--- config.mk ---
export PLATFORM = sky130hd
export DESIGN_NAME = fp_cluster_sched
export DESIGN_NICKNAME = d
export VERILOG_FILES = /design/src/rtl/fpc_pkg.sv /design/src/rtl/fpc_tag_pipe.sv /design/src/rtl/fpc_slot_resv.sv /design/src/rtl/fpc_iter_unit.sv /design/src/rtl/fp_cluster_sched.sv
export SDC_FILE = /design/constraint.sdc
export NUM_CORES = 1
export LEC_CHECK = 0
export BUFFER_PORTS_ARGS = -buffer_cell sky130_fd_sc_hd__buf_2
export CELL_PAD_IN_SITES_DETAIL_PLACEMENT = 0
export CELL_PAD_IN_SITES_GLOBAL_PLACEMENT = 1
export CORE_UTILIZATION = 30
export DETAILED_ROUTE_END_ITERATION = 16
export PLACE_DENSITY = 0.59
export SETUP_SLACK_MARGIN = 0.02
export SYNTH_ARGS = -nofsm -noshare
export SYNTH_HDL_FRONTEND = slang
export SYNTH_SLANG_ARGS = --single-unit
--- constraint.sdc ---
create_clock -name clk -period 3.9 [get_ports clk]
set_input_delay 0.195 -clock clk [delete_from_list [all_inputs] [get_ports clk]]
set_output_delay 0.195 -clock clk [all_outputs]
set_load 0.02 [all_outputs]
--- src/rtl/fpc_pkg.sv ---
package fpc_pkg;

  typedef enum logic [1:0] {
    OP_ADD  = 2'd0,
    OP_MUL  = 2'd1,
    OP_DIV  = 2'd2,
    OP_SQRT = 2'd3
  } fpc_op_e;

  // Latency of an iterative unit picked by precision code; codes 2 and 3 share extended.
  function automatic int unsigned iter_latency(
    input logic [1:0]  prec,
    input int unsigned lat_single,
    input int unsigned lat_double,
    input int unsigned lat_ext
  );
    case (prec)
      2'd0:    return lat_single;
      2'd1:    return lat_double;
      default: return lat_ext;
    endcase
  endfunction

  function automatic int unsigned max2(input int unsigned a, input int unsigned b);
    return (a > b) ? a : b;
  endfunction

endpackage

--- src/rtl/fpc_tag_pipe.sv ---
module fpc_tag_pipe #(
  parameter int unsigned LAT   = 3,
  parameter int unsigned TAG_W = 8
) (
  input  logic             clk,
  input  logic             rst_n,
  input  logic             in_valid,
  input  logic [TAG_W-1:0] in_tag,
  output logic             out_valid,
  output logic [TAG_W-1:0] out_tag
);

  logic [LAT-1:0]   stg_v;
  logic [TAG_W-1:0] stg_t [LAT];

  always_ff @(posedge clk) begin
    if (!rst_n) begin
      stg_v <= '0;
    end else begin
      stg_v[0] <= in_valid;
      for (int i = 1; i < LAT; i++) stg_v[i] <= stg_v[i-1];
    end
  end

  always_ff @(posedge clk) begin
    stg_t[0] <= in_tag;
    for (int i = 1; i < LAT; i++) stg_t[i] <= stg_t[i-1];
  end

  assign out_valid = stg_v[LAT-1];
  assign out_tag   = stg_t[LAT-1];

endmodule

--- src/rtl/fpc_slot_resv.sv ---
module fpc_slot_resv #(
  parameter int unsigned DEPTH = 5,
  localparam int unsigned LW   = $clog2(DEPTH + 1)
) (
  input  logic          clk,
  input  logic          rst_n,
  input  logic [LW-1:0] req_lat,   // cycles from issue to writeback, 2..DEPTH
  input  logic          claim,
  output logic          taken
);

  // resv[i] set: writeback slot i+1 cycles from now is already claimed
  logic [DEPTH-1:0] resv;
  logic [DEPTH-1:0] resv_next;
  logic [LW-1:0]    look_idx;
  logic [LW-1:0]    mark_idx;

  assign look_idx = req_lat - LW'(1);
  assign mark_idx = req_lat - LW'(2);
  assign taken    = resv[look_idx];

  always_comb begin
    resv_next = resv >> 1;
    if (claim) resv_next[mark_idx] = 1'b1;
  end

  always_ff @(posedge clk) begin
    if (!rst_n) resv <= '0;
    else        resv <= resv_next;
  end

endmodule

--- src/rtl/fpc_iter_unit.sv ---
module fpc_iter_unit
  import fpc_pkg::*;
#(
  parameter int unsigned TAG_W      = 8,
  parameter int unsigned LAT_SINGLE = 18,
  parameter int unsigned LAT_DOUBLE = 27,
  parameter int unsigned LAT_EXT    = 36,
  localparam int unsigned CW        = $clog2(LAT_EXT + 1)
) (
  input  logic             clk,
  input  logic             rst_n,
  input  logic             start,
  input  logic [1:0]       prec,
  input  logic [TAG_W-1:0] tag,
  input  logic             grant,
  output logic             busy,
  output logic             ready,
  output logic [TAG_W-1:0] res_tag
);

  logic [CW-1:0] remain;
  logic [CW-1:0] load_val;

  assign load_val = CW'(iter_latency(prec, LAT_SINGLE, LAT_DOUBLE, LAT_EXT) - 1);
  assign ready    = busy && (remain == '0);

  always_ff @(posedge clk) begin
    if (!rst_n) begin
      busy   <= 1'b0;
      remain <= '0;
    end else if (start && !busy) begin
      busy   <= 1'b1;
      remain <= load_val;
    end else if (busy) begin
      if (remain != '0)  remain <= remain - CW'(1);
      else if (grant)    busy   <= 1'b0;
    end
  end

  always_ff @(posedge clk) begin
    if (start && !busy) res_tag <= tag;
  end

endmodule

--- src/rtl/fp_cluster_sched.sv ---
module fp_cluster_sched
  import fpc_pkg::*;
#(
  parameter int unsigned TAG_W       = 8,
  parameter int unsigned ADD_LAT     = 3,
  parameter int unsigned MUL_LAT     = 5,
  parameter int unsigned DIV_LAT_S   = 18,
  parameter int unsigned DIV_LAT_D   = 27,
  parameter int unsigned DIV_LAT_X   = 36,
  parameter int unsigned SQRT_LAT_S  = 29,
  parameter int unsigned SQRT_LAT_D  = 49,
  parameter int unsigned SQRT_LAT_X  = 69
) (
  input  logic             clk,
  input  logic             rst_n,
  input  logic             issue_valid,
  input  logic [1:0]       issue_op,
  input  logic [1:0]       issue_prec,
  input  logic [TAG_W-1:0] issue_tag,
  output logic             issue_ready,
  output logic             div_busy,
  output logic             sqrt_busy,
  output logic             wb_valid,
  output logic [1:0]       wb_unit,
  output logic [TAG_W-1:0] wb_tag
);

  localparam int unsigned RESV_D = max2(ADD_LAT, MUL_LAT);
  localparam int unsigned LW     = $clog2(RESV_D + 1);

  fpc_op_e op;
  assign op = fpc_op_e'(issue_op);

  // Named internal events
  logic             slot_taken;
  logic [LW-1:0]    pipe_lat;
  logic             acc_add, acc_mul, acc_div, acc_sqrt;
  logic             add_out_v, mul_out_v;
  logic [TAG_W-1:0] add_out_t, mul_out_t;
  logic             div_ready, sqrt_ready;
  logic [TAG_W-1:0] div_tag, sqrt_tag;
  logic             pipe_hit, div_grant, sqrt_grant;

  assign pipe_lat = (op == OP_MUL) ? LW'(MUL_LAT) : LW'(ADD_LAT);

  always_comb begin
    case (op)
      OP_ADD, OP_MUL: issue_ready = !slot_taken;
      OP_DIV:         issue_ready = !div_busy;
      default:        issue_ready = !sqrt_busy;
    endcase
  end

  assign acc_add  = issue_valid && issue_ready && (op == OP_ADD);
  assign acc_mul  = issue_valid && issue_ready && (op == OP_MUL);
  assign acc_div  = issue_valid && issue_ready && (op == OP_DIV);
  assign acc_sqrt = issue_valid && issue_ready && (op == OP_SQRT);

  fpc_slot_resv #(.DEPTH(RESV_D)) u_resv (
    .clk     (clk),
    .rst_n   (rst_n),
    .req_lat (pipe_lat),
    .claim   (acc_add || acc_mul),
    .taken   (slot_taken)
  );

  fpc_tag_pipe #(.LAT(ADD_LAT), .TAG_W(TAG_W)) u_add (
    .clk (clk), .rst_n (rst_n),
    .in_valid (acc_add), .in_tag (issue_tag),
    .out_valid (add_out_v), .out_tag (add_out_t)
  );

  fpc_tag_pipe #(.LAT(MUL_LAT), .TAG_W(TAG_W)) u_mul (
    .clk (clk), .rst_n (rst_n),
    .in_valid (acc_mul), .in_tag (issue_tag),
    .out_valid (mul_out_v), .out_tag (mul_out_t)
  );

  fpc_iter_unit #(
    .TAG_W(TAG_W), .LAT_SINGLE(DIV_LAT_S), .LAT_DOUBLE(DIV_LAT_D), .LAT_EXT(DIV_LAT_X)
  ) u_div (
    .clk (clk), .rst_n (rst_n),
    .start (acc_div), .prec (issue_prec), .tag (issue_tag),
    .grant (div_grant),
    .busy (div_busy), .ready (div_ready), .res_tag (div_tag)
  );

  fpc_iter_unit #(
    .TAG_W(TAG_W), .LAT_SINGLE(SQRT_LAT_S), .LAT_DOUBLE(SQRT_LAT_D), .LAT_EXT(SQRT_LAT_X)
  ) u_sqrt (
    .clk (clk), .rst_n (rst_n),
    .start (acc_sqrt), .prec (issue_prec), .tag (issue_tag),
    .grant (sqrt_grant),
    .busy (sqrt_busy), .ready (sqrt_ready), .res_tag (sqrt_tag)
  );

  // Writeback arbitration: pipelined first, then divide, then square root
  assign pipe_hit   = add_out_v || mul_out_v;
  assign div_grant  = div_ready && !pipe_hit;
  assign sqrt_grant = sqrt_ready && !pipe_hit && !div_ready;
  assign wb_valid   = pipe_hit || div_ready || sqrt_ready;

  always_comb begin
    if (add_out_v) begin
      wb_unit = OP_ADD;  wb_tag = add_out_t;
    end else if (mul_out_v) begin
      wb_unit = OP_MUL;  wb_tag = mul_out_t;
    end else if (div_ready) begin
      wb_unit = OP_DIV;  wb_tag = div_tag;
    end else begin
      wb_unit = OP_SQRT; wb_tag = sqrt_tag;
    end
  end

endmodule

Word level (Yosys, flattened, before mapping)
Memory sizes are Yosys's and may differ from the RTL's.
Index checks and enable logic that the tools add are counted.
{"block": "op_classes", "addsub": 6, "n_lt_le_gt_ge": 3, "eq_ne": 4, "n_mux": 29, "n_bitwise": 1, "reduce_logical": 36}
{"operator": "$mux 8", "n": 3}
{"operator": "$mux 7", "n": 3}
{"operator": "$mux 6", "n": 3}
{"operator": "$pmux 7 s2", "n": 1}
{"operator": "$sub 7x1->7 const B", "n": 2}
{"operator": "$logic_and 1x1->1", "n": 13}
{"operator": "$pmux 6 s2", "n": 1}
{"operator": "$sub 6x1->6 const B", "n": 2}
{"operator": "$mux 1", "n": 11}
{"operator": "$lt 3x4->1 const B", "n": 2}
{"operator": "$reduce_bool 2->1", "n": 4}
{"operator": "$logic_not 7->1", "n": 1}
{"operator": "$reduce_bool 7->1", "n": 1}
{"operator": "$logic_not 6->1", "n": 1}
{"operator": "$reduce_and 2->1", "n": 3}
{"operator": "$reduce_bool 6->1", "n": 1}
{"operator": "$logic_not 1->1", "n": 5}
{"operator": "$or 4x5->5", "n": 1}
{"operator": "$eq 2x1->1 const B", "n": 2}
{"operator": "$eq 2x2->1 const B", "n": 2}
{"operator": "$logic_not 2->1", "n": 2}
{"operator": "$logic_or 1x1->1", "n": 4}
{"operator": "$mux 2", "n": 2}
{"operator": "$mux 4", "n": 1}
{"operator": "8 further kinds", "n": 8}
{"block": "totals", "ff_bits": 44, "mem_bits_rw": 64, "input_bits": 15, "memories": 2}
{"name": "u_mul.stg_t", "words": 5, "word_bits": 8, "read_ports": 5, "rd_clocked_by_memory_dff": 0, "write_ports": 5, "line": "fpc_tag_pipe.sv:14", "source": "logic [TAG_W-1:0] stg_t [LAT];"}
{"name": "u_add.stg_t", "words": 3, "word_bits": 8, "read_ports": 3, "rd_clocked_by_memory_dff": 0, "write_ports": 3, "line": "fpc_tag_pipe.sv:14"}

Logic depth before layout (Yosys ltp)
{"block": "logic_depth", "depth_word": 12, "mapped_depth": 9, "depth_no_buf": 8}

Cells and area by module
A second synthesis with hierarchy kept.
{"block": "unflattened", "cells_unflattened": 305, "hier_area_um2": 3661.0}
{"module": "fpc_tag_pipe (u_mul)", "n_inst": 1, "cells_each": 58, "area_each_um2": 992.2, "seq_area_each_um2": 900.9}
{"module": "fpc_iter_unit (u_sqrt)", "n_inst": 1, "cells_each": 76, "area_each_um2": 784.5, "seq_area_each_um2": 400.4}
{"module": "fpc_iter_unit (u_div)", "n_inst": 1, "cells_each": 63, "area_each_um2": 696.9, "seq_area_each_um2": 380.4}
{"module": "fpc_tag_pipe (u_add)", "n_inst": 1, "cells_each": 38, "area_each_um2": 619.3, "seq_area_each_um2": 540.5}
{"module": "fp_cluster_sched", "n_inst": 1, "cells_each": 47, "area_each_um2": 306.5, "seq_area_each_um2": 0.0}
{"module": "fpc_slot_resv", "n_inst": 1, "cells_each": 23, "area_each_um2": 261.5, "seq_area_each_um2": 100.1}

Least setup slack after synthesis
OpenSTA, ideal clock, no wires.
{"block": "synth_path", "path_kind": "reg2reg", "from": "register u_sqrt.busy", "to": "register u_sqrt.remain[6]", "arrival_ns": 1.916, "required_ns": 3.777, "setup_slack_ns": 1.861, "stages_incl_launch_ff": 9, "synth_period_minus_slack_ns": 2.039, "path_cell_list": "dfxtp_1 buf_4 nand4b_1 inv_1 nor2_1 ha_1 and4bb_2 a311oi_1 nor3_1"}
{"block": "synth_via", "elab_chain_len": 7, "word_cells_on_any_way": 9, "cone_classes": "2 x mux; 7 x reduce/logical"}
{"element": "start: declaration", "line": "fpc_iter_unit.sv:16", "source": "output logic busy,"}
{"element": "start signal: assignment", "line": "fpc_iter_unit.sv:29", "source": "busy <= 1'b0;"}
{"element": "start signal: assignment", "line": "fpc_iter_unit.sv:32", "source": "busy <= 1'b1;"}
{"element": "start signal: assignment", "line": "fpc_iter_unit.sv:36", "source": "else if (grant) busy <= 1'b0;"}
{"element": "$logic_not 1->1", "line": "fpc_iter_unit.sv:31, fp_cluster_sched.sv:50"}
{"element": "$pmux 1 s2", "line": "fp_cluster_sched.sv:47", "source": "case (op)"}
{"element": "$logic_and 1x1->1 (2 in a row)", "line": "fp_cluster_sched.sv:57", "source": "assign acc_sqrt = issue_valid && issue_ready && (op == OP_SQRT);"}
{"element": "$logic_and 1x1->1", "line": "fpc_iter_unit.sv:31", "source": "end else if (start && !busy) begin"}
{"element": "$reduce_bool 2->1 (no line)"}
{"element": "$reduce_and 2->1 (no line)"}
{"element": "end signal: assignment", "line": "fpc_iter_unit.sv:33", "source": "remain <= load_val;"}
{"element": "end signal: assignment", "line": "fpc_iter_unit.sv:35", "source": "if (remain != '0) remain <= remain - CW'(1);"}
{"element": "end: declaration", "line": "fpc_iter_unit.sv:21", "source": "logic [CW-1:0] remain;"}
Several ways; a longest one is shown, not always the timed one.
A chain may end at the register's enable or synchronous reset.

Worst setup path after layout
{"block": "layout_path", "from": "register u_sqrt.busy", "to": "register u_sqrt.remain[4]"}
The elaborated chain is that of the path after synthesis.

==> impl_metrics.yaml <==
place:
  portBuffers: 28
  place_ws_ps: 1251
  place_area_um2: 2955
  dp_cells: 362
  gp_congestion: 0.7277
  dp_hpwl_um: 3573
clock_network:
  clock-root-buffer: "clkbuf_8"
  htreeDepth: 3
  hold_buffers: 8
  clk_latency_ps: 350
  clk_path_buf_depth: 2
  cts_setup_buffers: 0
  cts_buffers: 9
  path_clk_slew_ps: 90
  tritoncts: "built"
  clock_sinks: 81
  cts_resized: 0
critical_path:
  path_common_cell: "a21oi_1"
  cp.required_ps: 4120
  cpMaxStageDelayCell: "inv_1"
  slowest_delay_ps: 590
  cp-end-kind: "register"
  cp_cell_sequence: "nand4b_1 > inv_1 > nor2_1 > ha_1 > and4bb_2 > nor2b_1 > a21oi_1 > a21oi_1"
  crit_arrival_ps: 2900
  cp-start-kind: "register"
  cp_max_fo: 14
  path_class: "reg -> reg"
grt:
  grt_first_pass_wirelength_um: 8811
  overflow: 0
  grt_pass1_vias: 1699
  antenna_found_initial: 0
  grt.total_usage_pct: 12.12
  grt_max_degree: 21
pwr:
  total_power_mw: 1.779
  power_density_nw_per_um2: 544.0
  ir_worst_vdd_v: 0.0001752
  leakage_nw: 1.339
floorplanning:
  dieArea_um2: 9439
  die_w_um: 97.16
  pin_count: 29
  start_util_pct: 31.00
  core_area_um2: 8763
  die_height_um: 97.16
  placement_rows: 34
layout:
  seq_area_um2: 1782
  fin_area_um2: 3271
  multi_input_area_um2: 864.6
  antennaDiodeCount: 0
  area_delta_synth_final_pct: 20.41
  layout-drive-gt1-share_pct: 17.99
  layout.cells.non_filler: 386
  finalCoreUtilization_pct: 37.32
  fill_cells: 882
  finalNetCount: 290
detailed_routing:
  wire_per_inst_um: 13.86
  drt-total-wl_um: 5349
  via_per_inst: 4.699
  first_iter_violations: 51
  post-route-drc-count: 0
  postRouteAntennaNets: 0
  wl_met2_um: 2315
  route.met3.wl_um: 288
  met1_length_um: 2656
  firstDrtPassIters: 4
  vias: 1814
  top_layer: "met4"
logic_synthesis:
  synthArstFlopShare_pct: 0
  synth_edf_count: 16
  synth.net_count: 250
  ys.flop_type: "dfxtp_1"
  yosys_warnings: 0
  ys_types: 43
  synth_cells: 233
  synth-seq-area-share_pct: 65.59
  synth.avg_cell_area_um2: 11.66
  synth_seq_cells: 81
  synth_area_um2: 2716
sta:
  layout_min_cycle_time_ps: 2681
  worst-slew-pin-transition_ps: 851.6
  fin_ws_ps: 1219
  setup_viol: 0
  period_share_pct: 68.73
  slew_headroom_pct: 43.02
  final.setup.tns_ps: 0
  drv_slew: 0
  hold_slack_ps: 113.0
  final.setup_skew_ps: 8.600
  fmax_mhz: 373.1
  rsz0062_at_grt: "no"
  finalHoldViolations: 0
status:
  outcome: "complete, no violations"
min_path:
  hold_path_class: "in -> reg"
run:
  cap_violations: 0
==> synth_stat cells (2+ instances only) <==
cell type,n,area share (%)
and3_1,2,0.46
buf_2,2,0.37
o21ai_0,7,1.3
or4_4,2,0.83
nor4_1,2,0.46
or4_1,2,0.55
and2_1,7,1.6
mux2i_1,12,4.4
nor2b_1,3,0.69
nor2_1,17,2.3
o21a_1,2,0.55
o22ai_1,8,1.8
a21oi_1,25,4.6
buf_4,2,0.55
ha_1,2,0.92
o31ai_1,2,0.55
nand2_1,12,1.7
dfxtp_1,65,48
or3b_1,2,0.64
edfxtp_1,16,18
inv_1,8,1.1
nor3_1,5,0.92
nand3_1,5,0.92
a31oi_1,2,0.46
clkbuf_1,3,0.41
==> layout by cell type (no fill, tap or decap), types with 2 or more instances in the layout <==
master          n
dfxtp_1        65
buf_2          28
a21oi_1        25
nor2_1         17
edfxtp_1       16
mux2i_1        12
nand2_1        12
clkbuf_8        9
inv_1           8
o22ai_1         8
dlygate4sd3_1   8
and2_1          7
o21ai_0         7
nand3_1         5
nor3_1          5
nor2b_1         3
inv_6           3
a31oi_1         2
nor4_1          2
or4_4           2
and3_1          2
or4_1           2
o21a_1          2
or3b_1          2
o31ai_1         2
ha_1            2
bufinv_16       2
==> power breakdown <==
part	switching, mW	internal [mW]
Combinational	0.0874	0.0688
Clock	0.325	0.374
Sequential	0.0286	0.895
Total	0.441	1.34
==> logic make-up (layout without fill, tap and decap cells) <==
logic type                 count (synthesis)  in the layout  synth area share [%]
DFF                                       81             81                 65.59
buffers and inverters                     16             61                 2.579
adders and majority gates                  2              2                0.9211
AOI/OAI and AO/OA                         53             53                 12.02
muxes                                     13             13                 4.837
and+or+nand+nor                           68             68                 14.05
==> layer usage <==
metal | vias to the layer above | GRT usage [%]
li1 | 929 | -
met1 | 837 | 16.54
met2 | 40 | 17.33
met3 | 8 | 4.173
met4 | 0 | 5.166
met5 | - | 0
==> worst paths after layout <==
path                              from                       endpoint  slack [ps]  cells after the start
max             u_sqrt.busy$_SDFF_PN0_  u_sqrt.remain[4]$_SDFFE_PN0P_        1220                      8
min                        issue_op[0]      u_add.stg_v[0]$_SDFF_PN0_         110                      2
max reg2reg     u_sqrt.busy$_SDFF_PN0_  u_sqrt.remain[4]$_SDFFE_PN0P_        1220                      8
min reg2reg  u_mul.stg_t[0][8]$_DFF_P_     u_mul.stg_t[0][16]$_DFF_P_         320                      0
==> worst max-delay path, delay by kind of cell (launching register included) <==
kind	cells	cell delay, ps
fa+ha+maj	1	270
buf+inv	1	590
compound gates	2	220
flops	1	420
simple gates	4	1040
==> cell type report <==
class	instances	area share [%]
sequential	81	54.48
multi-input combinational	136	26.43
timing repair buffer	36	6.733
tap	108	4.132
clock buffer	9	3.787
clock inverter	7	3.405
inverter	9	1.033
==> sequential cells by signal (all words and copies together) (netlist names) <==
signal          flops
u_sqrt.remain       7
u_sqrt.busy         1
u_sqrt.res_tag      8
u_div.busy          1
u_add.stg_v         3
u_div.res_tag       8
u_mul.stg_t        40
u_mul.stg_v         5
u_resv.resv         2
u_div.remain        6
Note: power is estimated with default switching activity, not from simulation.
